<file path="config.mk">
export PLATFORM = sky130hd
export DESIGN_NAME = flash_page_seq
export DESIGN_NICKNAME = d
export VERILOG_FILES = /design/src/rtl/fps_pkg.sv /design/src/rtl/fps_wait_timer.sv /design/src/rtl/fps_page_store.sv /design/src/rtl/fps_read_stretch.sv /design/src/rtl/flash_page_seq.sv
export SDC_FILE = /design/constraint.sdc
export NUM_CORES = 1
export LEC_CHECK = 0
export ABC_AREA = 1
export BUFFER_PORTS_ARGS = -buffer_cell sky130_fd_sc_hd__buf_2
export CAP_MARGIN = 5
export CORE_MARGIN = 3
export CORE_UTILIZATION = 40
export DETAILED_ROUTE_END_ITERATION = 7
export GPL_TIMING_DRIVEN = 0
export PLACE_DENSITY_LB_ADDON = 0.25
export SLEW_MARGIN = 20
export SYNTH_ARGS = -nofsm -noshare
export SYNTH_HDL_FRONTEND = slang
export SYNTH_HIERARCHICAL = 1
export SYNTH_SLANG_ARGS = --single-unit
</file>
<file path="constraint.sdc">
create_clock -name clk -period 6.9 [get_ports clk]
set_clock_uncertainty 0.15 [all_clocks]
set_input_delay 0.69 -clock clk [delete_from_list [all_inputs] [get_ports clk]]
set_output_delay 0.69 -clock clk [all_outputs]
set_load 0.02 [all_outputs]
</file>
<file path="src/rtl/fps_pkg.sv">
`timescale 1ns/1ps
package fps_pkg;
  typedef enum logic [2:0] {
    ST_IDLE, ST_ARM, ST_LOAD, ST_LOADED, ST_HV, ST_RECOV, ST_MSET, ST_MWAIT
  } seq_state_t;

  localparam logic [2:0] CTRL_NONE     = 3'b000;
  localparam logic [2:0] CTRL_PROG     = 3'b001;
  localparam logic [2:0] CTRL_PROG_HV  = 3'b011;
  localparam logic [2:0] CTRL_PROG_MRG = 3'b101;
  localparam logic [2:0] CTRL_MRG      = 3'b100;

  localparam logic [2:0] OFS_CTRL = 3'd0;
  localparam logic [2:0] OFS_PROT = 3'd1;
  localparam logic [2:0] OFS_WAIT_LO = 3'd2;
  localparam logic [2:0] OFS_WAIT_HI = 3'd5;

  localparam int WT_HV    = 0;
  localparam int WT_REC   = 1;
  localparam int WT_MSET  = 2;
  localparam int WT_MREAD = 3;
  localparam int NUM_WAITS = 4;

  function automatic logic [2:0] ctrl_of(seq_state_t s);
    case (s)
      ST_ARM, ST_LOAD, ST_LOADED, ST_RECOV: ctrl_of = CTRL_PROG;
      ST_HV:    ctrl_of = CTRL_PROG_HV;
      ST_MSET:  ctrl_of = CTRL_PROG_MRG;
      ST_MWAIT: ctrl_of = CTRL_MRG;
      default:  ctrl_of = CTRL_NONE;
    endcase
  endfunction
endpackage

</file>
<file path="src/rtl/fps_wait_timer.sv">
`timescale 1ns/1ps
module fps_wait_timer #(
  parameter int W = 8
) (
  input  logic         clk,
  input  logic         rst,
  input  logic         load_i,
  input  logic [W-1:0] val_i,
  output logic         done_o
);
  logic [W-1:0] cnt_q;

  always_ff @(posedge clk) begin
    if (rst)               cnt_q <= '0;
    else if (load_i)       cnt_q <= val_i;
    else if (cnt_q != '0)  cnt_q <= cnt_q - 1'b1;
  end

  assign done_o = (cnt_q == '0);
endmodule

</file>
<file path="src/rtl/fps_page_store.sv">
`timescale 1ns/1ps
module fps_page_store #(
  parameter int PAGES      = 8,
  parameter int PAGE_BYTES = 8,
  parameter int DW         = 8
) (
  input  logic                          clk,
  input  logic                          rst,
  input  logic                          buf_clear_i,
  input  logic                          buf_we_i,
  input  logic [$clog2(PAGE_BYTES)-1:0] buf_idx_i,
  input  logic [DW-1:0]                 buf_data_i,
  input  logic                          commit_i,
  input  logic [$clog2(PAGES)-1:0]      commit_page_i,
  input  logic [$clog2(PAGES*PAGE_BYTES)-1:0] rd_idx_i,
  output logic [DW-1:0]                 rd_data_o
);
  localparam int DEPTH = PAGES * PAGE_BYTES;
  localparam int BW    = $clog2(PAGE_BYTES);

  logic [DW-1:0] cells [DEPTH];
  logic [DW-1:0] pbuf  [PAGE_BYTES];

  always_ff @(posedge clk) begin
    if (rst || buf_clear_i) begin
      for (int b = 0; b < PAGE_BYTES; b++) pbuf[b] <= '1;
    end else if (buf_we_i) begin
      pbuf[buf_idx_i] <= buf_data_i;
    end
  end

  always_ff @(posedge clk) begin
    if (rst) begin
      for (int i = 0; i < DEPTH; i++) cells[i] <= '1;
    end else if (commit_i) begin
      for (int b = 0; b < PAGE_BYTES; b++) cells[{commit_page_i, BW'(b)}] <= pbuf[b];
    end
  end

  assign rd_data_o = cells[rd_idx_i];
endmodule

</file>
<file path="src/rtl/fps_read_stretch.sv">
`timescale 1ns/1ps
module fps_read_stretch #(
  parameter int EXTRA = 8,
  parameter int DW    = 8
) (
  input  logic          clk,
  input  logic          rst,
  input  logic          norm_i,
  input  logic          slow_i,
  input  logic [DW-1:0] data_i,
  output logic          rdy_o,
  output logic          rvalid_o,
  output logic [DW-1:0] rdata_o
);
  localparam int CW = $clog2(EXTRA + 1);

  logic [CW-1:0] cnt_q;
  logic [DW-1:0] hold_q;

  always_ff @(posedge clk) begin
    if (rst) begin
      rdy_o    <= 1'b1;
      rvalid_o <= 1'b0;
      rdata_o  <= '0;
      cnt_q    <= '0;
      hold_q   <= '0;
    end else begin
      rvalid_o <= 1'b0;
      if (!rdy_o) begin
        if (cnt_q == '0) begin
          rdy_o    <= 1'b1;
          rvalid_o <= 1'b1;
          rdata_o  <= hold_q;
        end else begin
          cnt_q <= cnt_q - 1'b1;
        end
      end else if (slow_i) begin
        rdy_o  <= 1'b0;
        cnt_q  <= CW'(EXTRA - 1);
        hold_q <= data_i;
      end else if (norm_i) begin
        rvalid_o <= 1'b1;
        rdata_o  <= data_i;
      end
    end
  end
endmodule

</file>
<file path="src/rtl/flash_page_seq.sv">
`timescale 1ns/1ps
module flash_page_seq
  import fps_pkg::*;
#(
  parameter int PAGES      = 8,
  parameter int PAGE_BYTES = 8,
  parameter int STRETCH    = 8,
  parameter int DW         = 8,
  parameter int WAIT_INIT  = 4,
  localparam int DEPTH     = PAGES * PAGE_BYTES,
  localparam int IW        = $clog2(DEPTH),
  localparam int AW        = IW + 1
) (
  input  logic          clk,
  input  logic          rst,
  input  logic          req_i,
  input  logic          we_i,
  input  logic [AW-1:0] addr_i,
  input  logic [DW-1:0] wdata_i,
  output logic          rdy_o,
  output logic          rvalid_o,
  output logic [DW-1:0] rdata_o,
  output logic          err_o
);
  localparam int BW = $clog2(PAGE_BYTES);
  localparam int PW = IW - BW;

  seq_state_t    state_q, state_n;
  logic [PW-1:0] page_q, page_n;
  logic [BW-1:0] wcnt_q, wcnt_n;
  logic          err_q, err_set;
  logic [DW-1:0] wait_q [NUM_WAITS];

  logic          accept, is_reg, wr_ctrl, rd_prot, wr_arr, rd_arr, wr_wait;
  logic [2:0]    roff, cur_ctrl, new_ctrl;
  logic [IW-1:0] aidx;
  logic [PW-1:0] apage;
  logic [BW-1:0] abyte;
  logic [1:0]    wsel;

  logic          tmr_load, tmr_done, commit, buf_clear, buf_we, legal;
  logic [DW-1:0] tmr_val, arr_data, rd_mux;
  logic          slow_read, norm_read;

  assign accept   = req_i & rdy_o;
  assign is_reg   = addr_i[AW-1];
  assign roff     = addr_i[2:0];
  assign aidx     = addr_i[IW-1:0];
  assign apage    = aidx[IW-1:BW];
  assign abyte    = aidx[BW-1:0];
  assign wsel     = 2'(roff - OFS_WAIT_LO);
  assign cur_ctrl = ctrl_of(state_q);
  assign new_ctrl = wdata_i[2:0];

  assign wr_ctrl = accept & we_i & is_reg & (roff == OFS_CTRL);
  assign rd_prot = accept & ~we_i & is_reg & (roff == OFS_PROT);
  assign wr_wait = accept & we_i & is_reg & (roff >= OFS_WAIT_LO) & (roff <= OFS_WAIT_HI);
  assign wr_arr  = accept & we_i & ~is_reg;
  assign rd_arr  = accept & ~we_i & ~is_reg;

  fps_wait_timer #(.W(DW)) u_timer (
    .clk    (clk),
    .rst    (rst),
    .load_i (tmr_load),
    .val_i  (tmr_val),
    .done_o (tmr_done)
  );

  fps_page_store #(.PAGES(PAGES), .PAGE_BYTES(PAGE_BYTES), .DW(DW)) u_store (
    .clk           (clk),
    .rst           (rst),
    .buf_clear_i   (buf_clear),
    .buf_we_i      (buf_we),
    .buf_idx_i     (abyte),
    .buf_data_i    (wdata_i),
    .commit_i      (commit),
    .commit_page_i (page_q),
    .rd_idx_i      (aidx),
    .rd_data_o     (arr_data)
  );

  always_comb begin
    state_n   = state_q;
    page_n    = page_q;
    wcnt_n    = wcnt_q;
    err_set   = 1'b0;
    tmr_load  = 1'b0;
    tmr_val   = '0;
    commit    = 1'b0;
    buf_clear = 1'b0;
    buf_we    = 1'b0;
    legal     = 1'b0;
    if (wr_ctrl) begin
      if (new_ctrl != cur_ctrl) begin
        case (state_q)
          ST_IDLE: if (new_ctrl == CTRL_PROG) begin
            legal = 1'b1; state_n = ST_ARM;
          end
          ST_LOADED: if (new_ctrl == CTRL_PROG_HV) begin
            legal = 1'b1; state_n = ST_HV; tmr_load = 1'b1; tmr_val = wait_q[WT_HV];
          end
          ST_HV: if (new_ctrl == CTRL_PROG && tmr_done) begin
            legal = 1'b1; state_n = ST_RECOV; commit = 1'b1;
            tmr_load = 1'b1; tmr_val = wait_q[WT_REC];
          end
          ST_RECOV: if (new_ctrl == CTRL_PROG_MRG && tmr_done) begin
            legal = 1'b1; state_n = ST_MSET; tmr_load = 1'b1; tmr_val = wait_q[WT_MSET];
          end
          ST_MSET: if (new_ctrl == CTRL_MRG && tmr_done) begin
            legal = 1'b1; state_n = ST_MWAIT; tmr_load = 1'b1; tmr_val = wait_q[WT_MREAD];
          end
          ST_MWAIT: if (new_ctrl == CTRL_NONE && tmr_done) begin
            legal = 1'b1; state_n = ST_IDLE;
          end
          default: ;
        endcase
        if (!legal) begin
          err_set = 1'b1;
          state_n = ST_IDLE;
        end
      end
    end else if (rd_prot) begin
      if (state_q == ST_ARM) begin
        state_n   = ST_LOAD;
        wcnt_n    = '0;
        buf_clear = 1'b1;
      end
    end else if (wr_arr) begin
      if (state_q == ST_LOAD) begin
        if (wcnt_q != '0 && apage != page_q) begin
          err_set = 1'b1;
        end else begin
          buf_we = 1'b1;
          wcnt_n = wcnt_q + 1'b1;
          if (wcnt_q == '0) page_n = apage;
          if (wcnt_q == BW'(PAGE_BYTES - 1)) state_n = ST_LOADED;
        end
      end else begin
        err_set = 1'b1;
      end
    end else if (rd_arr && state_q == ST_MWAIT && !tmr_done) begin
      err_set = 1'b1;
      state_n = ST_IDLE;
    end
  end

  assign slow_read = rd_arr & (state_q == ST_MWAIT) & tmr_done;
  assign norm_read = accept & ~we_i & ~slow_read;

  always_comb begin
    rd_mux = arr_data;
    if (is_reg) begin
      if (roff == OFS_CTRL)
        rd_mux = DW'(cur_ctrl);
      else if (roff >= OFS_WAIT_LO && roff <= OFS_WAIT_HI)
        rd_mux = wait_q[wsel];
      else
        rd_mux = '0;
    end
  end

  fps_read_stretch #(.EXTRA(STRETCH), .DW(DW)) u_stretch (
    .clk      (clk),
    .rst      (rst),
    .norm_i   (norm_read),
    .slow_i   (slow_read),
    .data_i   (rd_mux),
    .rdy_o    (rdy_o),
    .rvalid_o (rvalid_o),
    .rdata_o  (rdata_o)
  );

  always_ff @(posedge clk) begin
    if (rst) begin
      state_q <= ST_IDLE;
      page_q  <= '0;
      wcnt_q  <= '0;
      err_q   <= 1'b0;
    end else begin
      state_q <= state_n;
      page_q  <= page_n;
      wcnt_q  <= wcnt_n;
      if (err_set) err_q <= 1'b1;
    end
  end

  generate
    for (genvar g = 0; g < NUM_WAITS; g++) begin : g_wait
      always_ff @(posedge clk) begin
        if (rst)                              wait_q[g] <= DW'(WAIT_INIT);
        else if (wr_wait && wsel == 2'(g))    wait_q[g] <= wdata_i;
      end
    end
  endgenerate

  assign err_o = err_q;
endmodule

</file>
# [Yosys cells after proc, flatten, opt, wreduce, memory -nomap -nowiden]
# Memories as Yosys holds them, arrays and structs flattened.
# Cells that the tools add are included.
[classes] add_sub_neg=4 n_lt_le_gt_ge=2 n_eq_ne=36 mux=132 bitwise=24 n_reduce_logical=44
[op_table] operator="8-bit 2-to-1 mux" n=28
[op_table] operator="8-bit OR reduction" n=9
[op_table] operator="1-bit 2-to-1 mux" n=66
[op_table] operator="3-bit 2-to-1 mux" n=22
[op_table] operator="6-bit 2-to-1 mux" n=8
[op_table] operator="8-bit one-hot mux with 4 select lines" n=1
[op_table] operator="4-bit inequality test (second input constant)" n=7
[op_table] operator="3-bit equality test (second input constant)" n=7
[op_table] operator="3-bit one-hot mux with 6 select lines" n=1
[op_table] operator="1-bit AND" n=14
[op_table] operator="13-bit AND reduction" n=1
[op_table] operator="1-bit logical AND" n=12
[op_table] operator="3-bit logical NOT" n=4
[op_table] operator="4-bit 2-to-1 mux" n=3
[op_table] operator="3-bit one-hot mux with 4 select lines" n=1
[op_table] operator="3-bit by 1-bit equality test with 1-bit output (second input constant)" n=3
[op_table] operator="3-bit by 2-bit equality test with 1-bit output (second input constant)" n=3
[op_table] operator="8-bit logical NOT" n=1
[op_table] operator="2-bit inequality test (second input constant)" n=4
[op_table] operator="4-bit by 3-bit inequality test with 1-bit output (second input constant)" n=2
[op_table] operator="8-bit by 2-bit inequality test with 1-bit output (second input constant)" n=1
[op_table] operator="2-bit nonzero test" n=4
[op_table] operator="8-bit nonzero test" n=1
[op_table] operator="8-bit by 1-bit subtractor with 8-bit output (second input constant)" n=1
[op_table] operator="25 further kinds" n=38
[word_totals] ff_bits=40 ram_bits=608 in_bits=19 output_inout_bits=11 n_memories=3
[memory_table] name="u_store.cells" depth=64 word_bits=8 read_ports=1 rd_ports_with_merged_regs=0 write_ports=64 line="fps_page_store.sv:21" text="logic [DW-1:0] cells [DEPTH];"
[memory_table] name="u_store.pbuf" depth=8 word_bits=8 read_ports=8 rd_ports_with_merged_regs=0 write_ports=8 line="fps_page_store.sv:22" text="logic [DW-1:0] pbuf [PAGE_BYTES];"
[memory_table] name="wait_q" depth=4 word_bits=8 read_ports=5 rd_ports_with_merged_regs=0 write_ports=4 line="flash_page_seq.sv:32" text="logic [DW-1:0] wait_q [NUM_WAITS];"

# [Longest topological paths before layout]
[logic_depth] ltp_word=12 depth_mapped=18 ltp_nobuf=15

# [Hierarchy]
# Netlist, hierarchy kept.
[modules_own_cells] mod="fps_page_store" n_inst=1 cells_per_inst=2527 area_per_inst_um2=25857.3
[modules_own_cells] mod="flash_page_seq" n_inst=1 cells_per_inst=347 area_per_inst_um2=2677.6
[modules_own_cells] mod="fps_read_stretch" n_inst=1 cells_per_inst=132 area_per_inst_um2=983.4
[modules_own_cells] mod="fps_wait_timer" n_inst=1 cells_per_inst=70 area_per_inst_um2=473.0

# [Worst setup path after synthesis]
# OpenSTA, ideal clock, no wires.
[synth_path] path_kind="in2reg" startpoint="in addr_i[1]" endpoint="mem u_store.cells[0][0] (enable)" arrival_ns=6.506 path_slack_ns=-0.331 path_stages=12 path_buffers=1 path_cell_list="buf_6 -> nor2_4 -> inv_2 -> nor2_4 -> nand2_2 -> inv_1 -> nand2_1 -> nor3_1 -> nand2_1 -> nor2_1 -> inv_2 -> o21ai_0"
[synth_lines] item="start: declaration" line="flash_page_seq.sv:18" text="input logic [AW-1:0] addr_i,"
[synth_lines] item="end: declaration" line="fps_page_store.sv:21"

==> Flow_metrics.wiki <==
{| class="wikitable"
! Metric !! Value
|-
| Beginning of the worst hold path || addr_i[3]
|-
| Antenna violation net count after detailed routing || 0
|-
| Remaining global-route overflow || 0
|-
| Hold/Removal Path Class || primary input to register
|-
| Leakage component of the power || 12.10 nW
|-
| Cell count of the worst reg-to-reg path || 10
|-
| Highest-count cells in the layout ignoring fill and taps || sky130_fd_sc_hd__nand2_1 (1366), sky130_fd_sc_hd__edfxtp_1 (608), sky130_fd_sc_hd__nand3_1 (475), sky130_fd_sc_hd__inv_1 (138), sky130_fd_sc_hd__buf_2 (101)
|-
| Critical setup path kind || register to register
|-
| Worst r2r src || u_timer/cnt_q[0]
|-
| Switching fraction of total power || 0.2475
|-
| Number of gates resized after CTS || 0
|-
| Clock transition at the register clock pins on the worst setup and hold paths after CTS || 0.06 ns
|-
| Largest fanout on the critical path || 10
|-
| Maximum number of pins on one net before global-route repair || 26
|-
| Slack of the worst reg-to-reg path || 3.09 ns
|-
| Worst skew pair latency || 0.62 ns
|-
| Gate Count Post-Synth || 3076
|-
| Required time at the endpoint of the critical path || 7.08 ns
|-
| Cell count along the critical path || 10
|-
| TritonCTS buffer count || 71
|-
| Pwr per Cell Area || 261.9 mW/mm2
|-
| Peak Freq || 262.7 MHz
|-
| TritonCTS clock tree || built
|-
| Total GRT Usage || 0.2669
|-
| CTS H-Tree Depth || 3
|-
| Status || complete, no violations
|-
| Mapped cell area || 0.02999 mm2
|-
| Proportion of synthesized flip-flops having asynchronous set or reset || 0
|-
| Post-synth top flop || sky130_fd_sc_hd__edfxtp_1
|-
| Violation count after the first detailed-routing iteration || 2955
|-
| Max rail drop VDD || 229.6 uV
|-
| Slew of the pin with the lowest slew margin || 1.120 ns
|-
| Max stage delay cell, worst path || sky130_fd_sc_hd__nor2_2
|-
| Routed wire length per instance || 24.95 um
|-
| Number of synthesized flops with an enable pin || 608
|-
| Post-route DRC || 0
|-
| Clock period minus final worst setup slack || 3.807 ns
|-
| Y dimension of the die || 279.8 um
|-
| Final cycle utilization of the critical path || 0.5517
|-
| Clk sinks || 648
|-
| Number of I/O port buffers || 29
|-
| Mean post-synth cell area || 9.750 um2
|-
| Kind of end point of the critical path || register
|-
| Die area || 0.07830 mm2
|-
| Wire length after detailed routing || 105.1 mm
|-
| Setup Viol. Count Final || 0
|-
| Number of distinct library cells after synthesis || 42
|-
| I/O pin total || 30
|-
| Number of vias per cell after detailed routing || 5.502
|-
| Psw || 0.002221 W
|-
| Worst flop-to-flop path endpoint || u_store/cells[10][0]
|-
| Flops & latches, synth || 648
|-
| Core Footprint || 0.07358 mm2
|-
| CP startpoint || u_timer/cnt_q[0]
|-
| Worst max-slew margin expressed relative to the limit || 0.2457
|-
| Final Net Count || 3224
|-
| Number of detailed-routing iterations run before antenna repair || 5
|-
| Cell chosen for the clock root || sky130_fd_sc_hd__clkbuf_16
|-
| # Max-Cap Violations || 0
|-
| Final weighted congestion in routability-driven placement || 0.9362
|-
| Combinational cell fraction of total power || 0.096
|-
| Vias after detailed routing || 23180
|-
| Half-perimeter wire length after detailed placement || 72.94 mm
|-
| Die Span X || 279.8 um
|-
| Post-synth net total || 3100
|-
| Final Slew Violations || 0
|-
| Arrival time reported for the critical path endpoint || 3.99 ns
|-
| Share of total power in the clock network || 0.420
|-
| Destination of the critical timing path || u_store/cells[10][0]
|-
| Count of hold buffers inserted by post-cts repair || 0
|-
| Wire length of the first global-routing pass || 150.2 mm
|-
| Total chip power || 0.008972 W
|-
| Type of origin of the critical path || register
|-
| Largest incremental delay on the critical path || 0.75 ns
|-
| Yosys warning total || 6
|-
| Number of antenna violations at the first check in global routing || 1
|-
| CP Buf/Inv Count || 2
|-
| Signed area change from the synthesized netlist to the final layout || 14.24%
|-
| Effective utilization at floorplan || 0.4076
|-
| RSZ-0062 raised after global routing || no
|-
| Most common cell after layout, fill and taps aside || sky130_fd_sc_hd__nand2_1
|-
| Number of buffers added for setup after CTS || 0
|-
| Sum Neg Setup Slack || 0 ns
|-
| Core utilization of the finished layout || 0.4657
|-
| Cell-internal power || 0.006751 W
|-
| Fraction of final layout cells sized beyond drive strength 1 || 0.1171
|-
| Crit path max-delay family || simple AND/OR/NAND/NOR gates
|-
| Via count of the first global-routing pass || 21940
|-
| Final Hold Vio Count || 0
|-
| Antenna Cells || 0
|-
| Share of power burned in registers || 0.484
|-
| Register area share after synthesis || 0.6355
|-
| Ordered list of cells on the worst path || inv_1 > ha_1 > nand2_2 > nor2_8 > nand3_1 > nor3_1 > nand3_2 > nor2_2 > buf_2 > nand2_1
|-
| Number of standard-cell rows in the floorplan || 99
|-
| Max Buffers Root-to-Sink || 3
|}
area by class of cell:
type                    count  area, um2
clock inverters            43      379.1
plain buffers             169       1231
repair buffers             51      713.2
clock buffers              84       1889
well taps                 959       1200
fillers                  6975      39320
multi-input cells        2106       9213
flip-flops and latches    648      19060
inverters                 153      579.3
routing by layer:
layer,track usage,part of all wire
met5,0,0
met4,0.1125,0.044
met3,0.04875,0.097
met2,0.4258,0.46
met1,0.3601,0.40
kinds of logic (layout without fill, tap and decap cells):
family	Yosys count	after routing	share of synthesized area
XOR/XNOR	4	4	0.001419
buffers and inverters	322	500	0.06037
AND/OR/NAND/NOR	1991	1991	0.2802
flip-flops	648	648	0.6355
adder cells (fa/ha/maj)	5	5	0.002086
AO/OA/AOI/OAI	106	106	0.02044
through the flow:
stage,instances,worst slack [ns],area [um2],hold WS (ns)
finish,4213,3.093,34260,0.2364
global placement,4064,-3.542,31340,0.3088
floorplan,3076,-0.3306,29990,0.2958
global route,4213,2.925,34260,0.2235
CTS,4213,3.190,34260,0.2048
detailed placement,4086,2.677,31990,0.3169
state kept, by name (all words and copies together) (netlist names):
signal              cells
err_o                   1
page_q                  3
state_q                 3
u_store/cells         512
u_store/pbuf           64
u_stretch/cnt_q         4
u_stretch/hold_q        8
u_stretch/rdata_o       8
u_stretch/rdy_o         1
u_stretch/rvalid_o      1
u_timer/cnt_q           8
wait_q                 32
wcnt_q                  3
Yosys cell counts (all sizes together), types with 5 or more instances:
library cell,instances,share of area
nand2,1370,0.17
edfxtp,608,0.61
nand3,484,0.083
buf,159,0.040
inv,152,0.019
nor2,120,0.021
o21ai,45,0.0075
dfxtp,40,0.027
a21oi,26,0.0045
o22ai,13,0.0027
clkbuf,10,0.0013
nor3,10,0.0022
a41oi,5,0.0015
ha,5,0.0021
o41ai,5,0.0015
power groups by stage:
| stage | logic (W) | registers (W) | clock network [W] |
|---|---|---|---|
| 2_1_floorplan | 0.000528 | 0.00444 | 0 |
| 3_3_place_gp | 0.000802 | 0.00445 | 0 |
| 3_5_place_dp | 0.000854 | 0.00442 | 0 |
| 4_1_cts | 0.000857 | 0.00434 | 0.00381 |
| 5_1_grt | 0.000931 | 0.00434 | 0.00396 |
| 6_report | 0.000865 | 0.00434 | 0.00377 |
how the worst min path moves through the flow:
stage	end	slack, ns	cells past startpoint
finish	page_q[0]	0.24	3
global route	page_q[0]	0.22	3
CTS	page_q[1]	0.20	3
detailed placement	u_stretch/hold_q[0]	0.32	2
global placement	u_stretch/hold_q[0]	0.31	2
floorplan	u_stretch/hold_q[0]	0.30	2
tightest hold or removal path: stages:
cell	delay, ns
sky130_fd_sc_hd__buf_2	0.13
sky130_fd_sc_hd__nor2_1	0.06
sky130_fd_sc_hd__nor2_1	0.08
(Power assumes the default switching activity.)
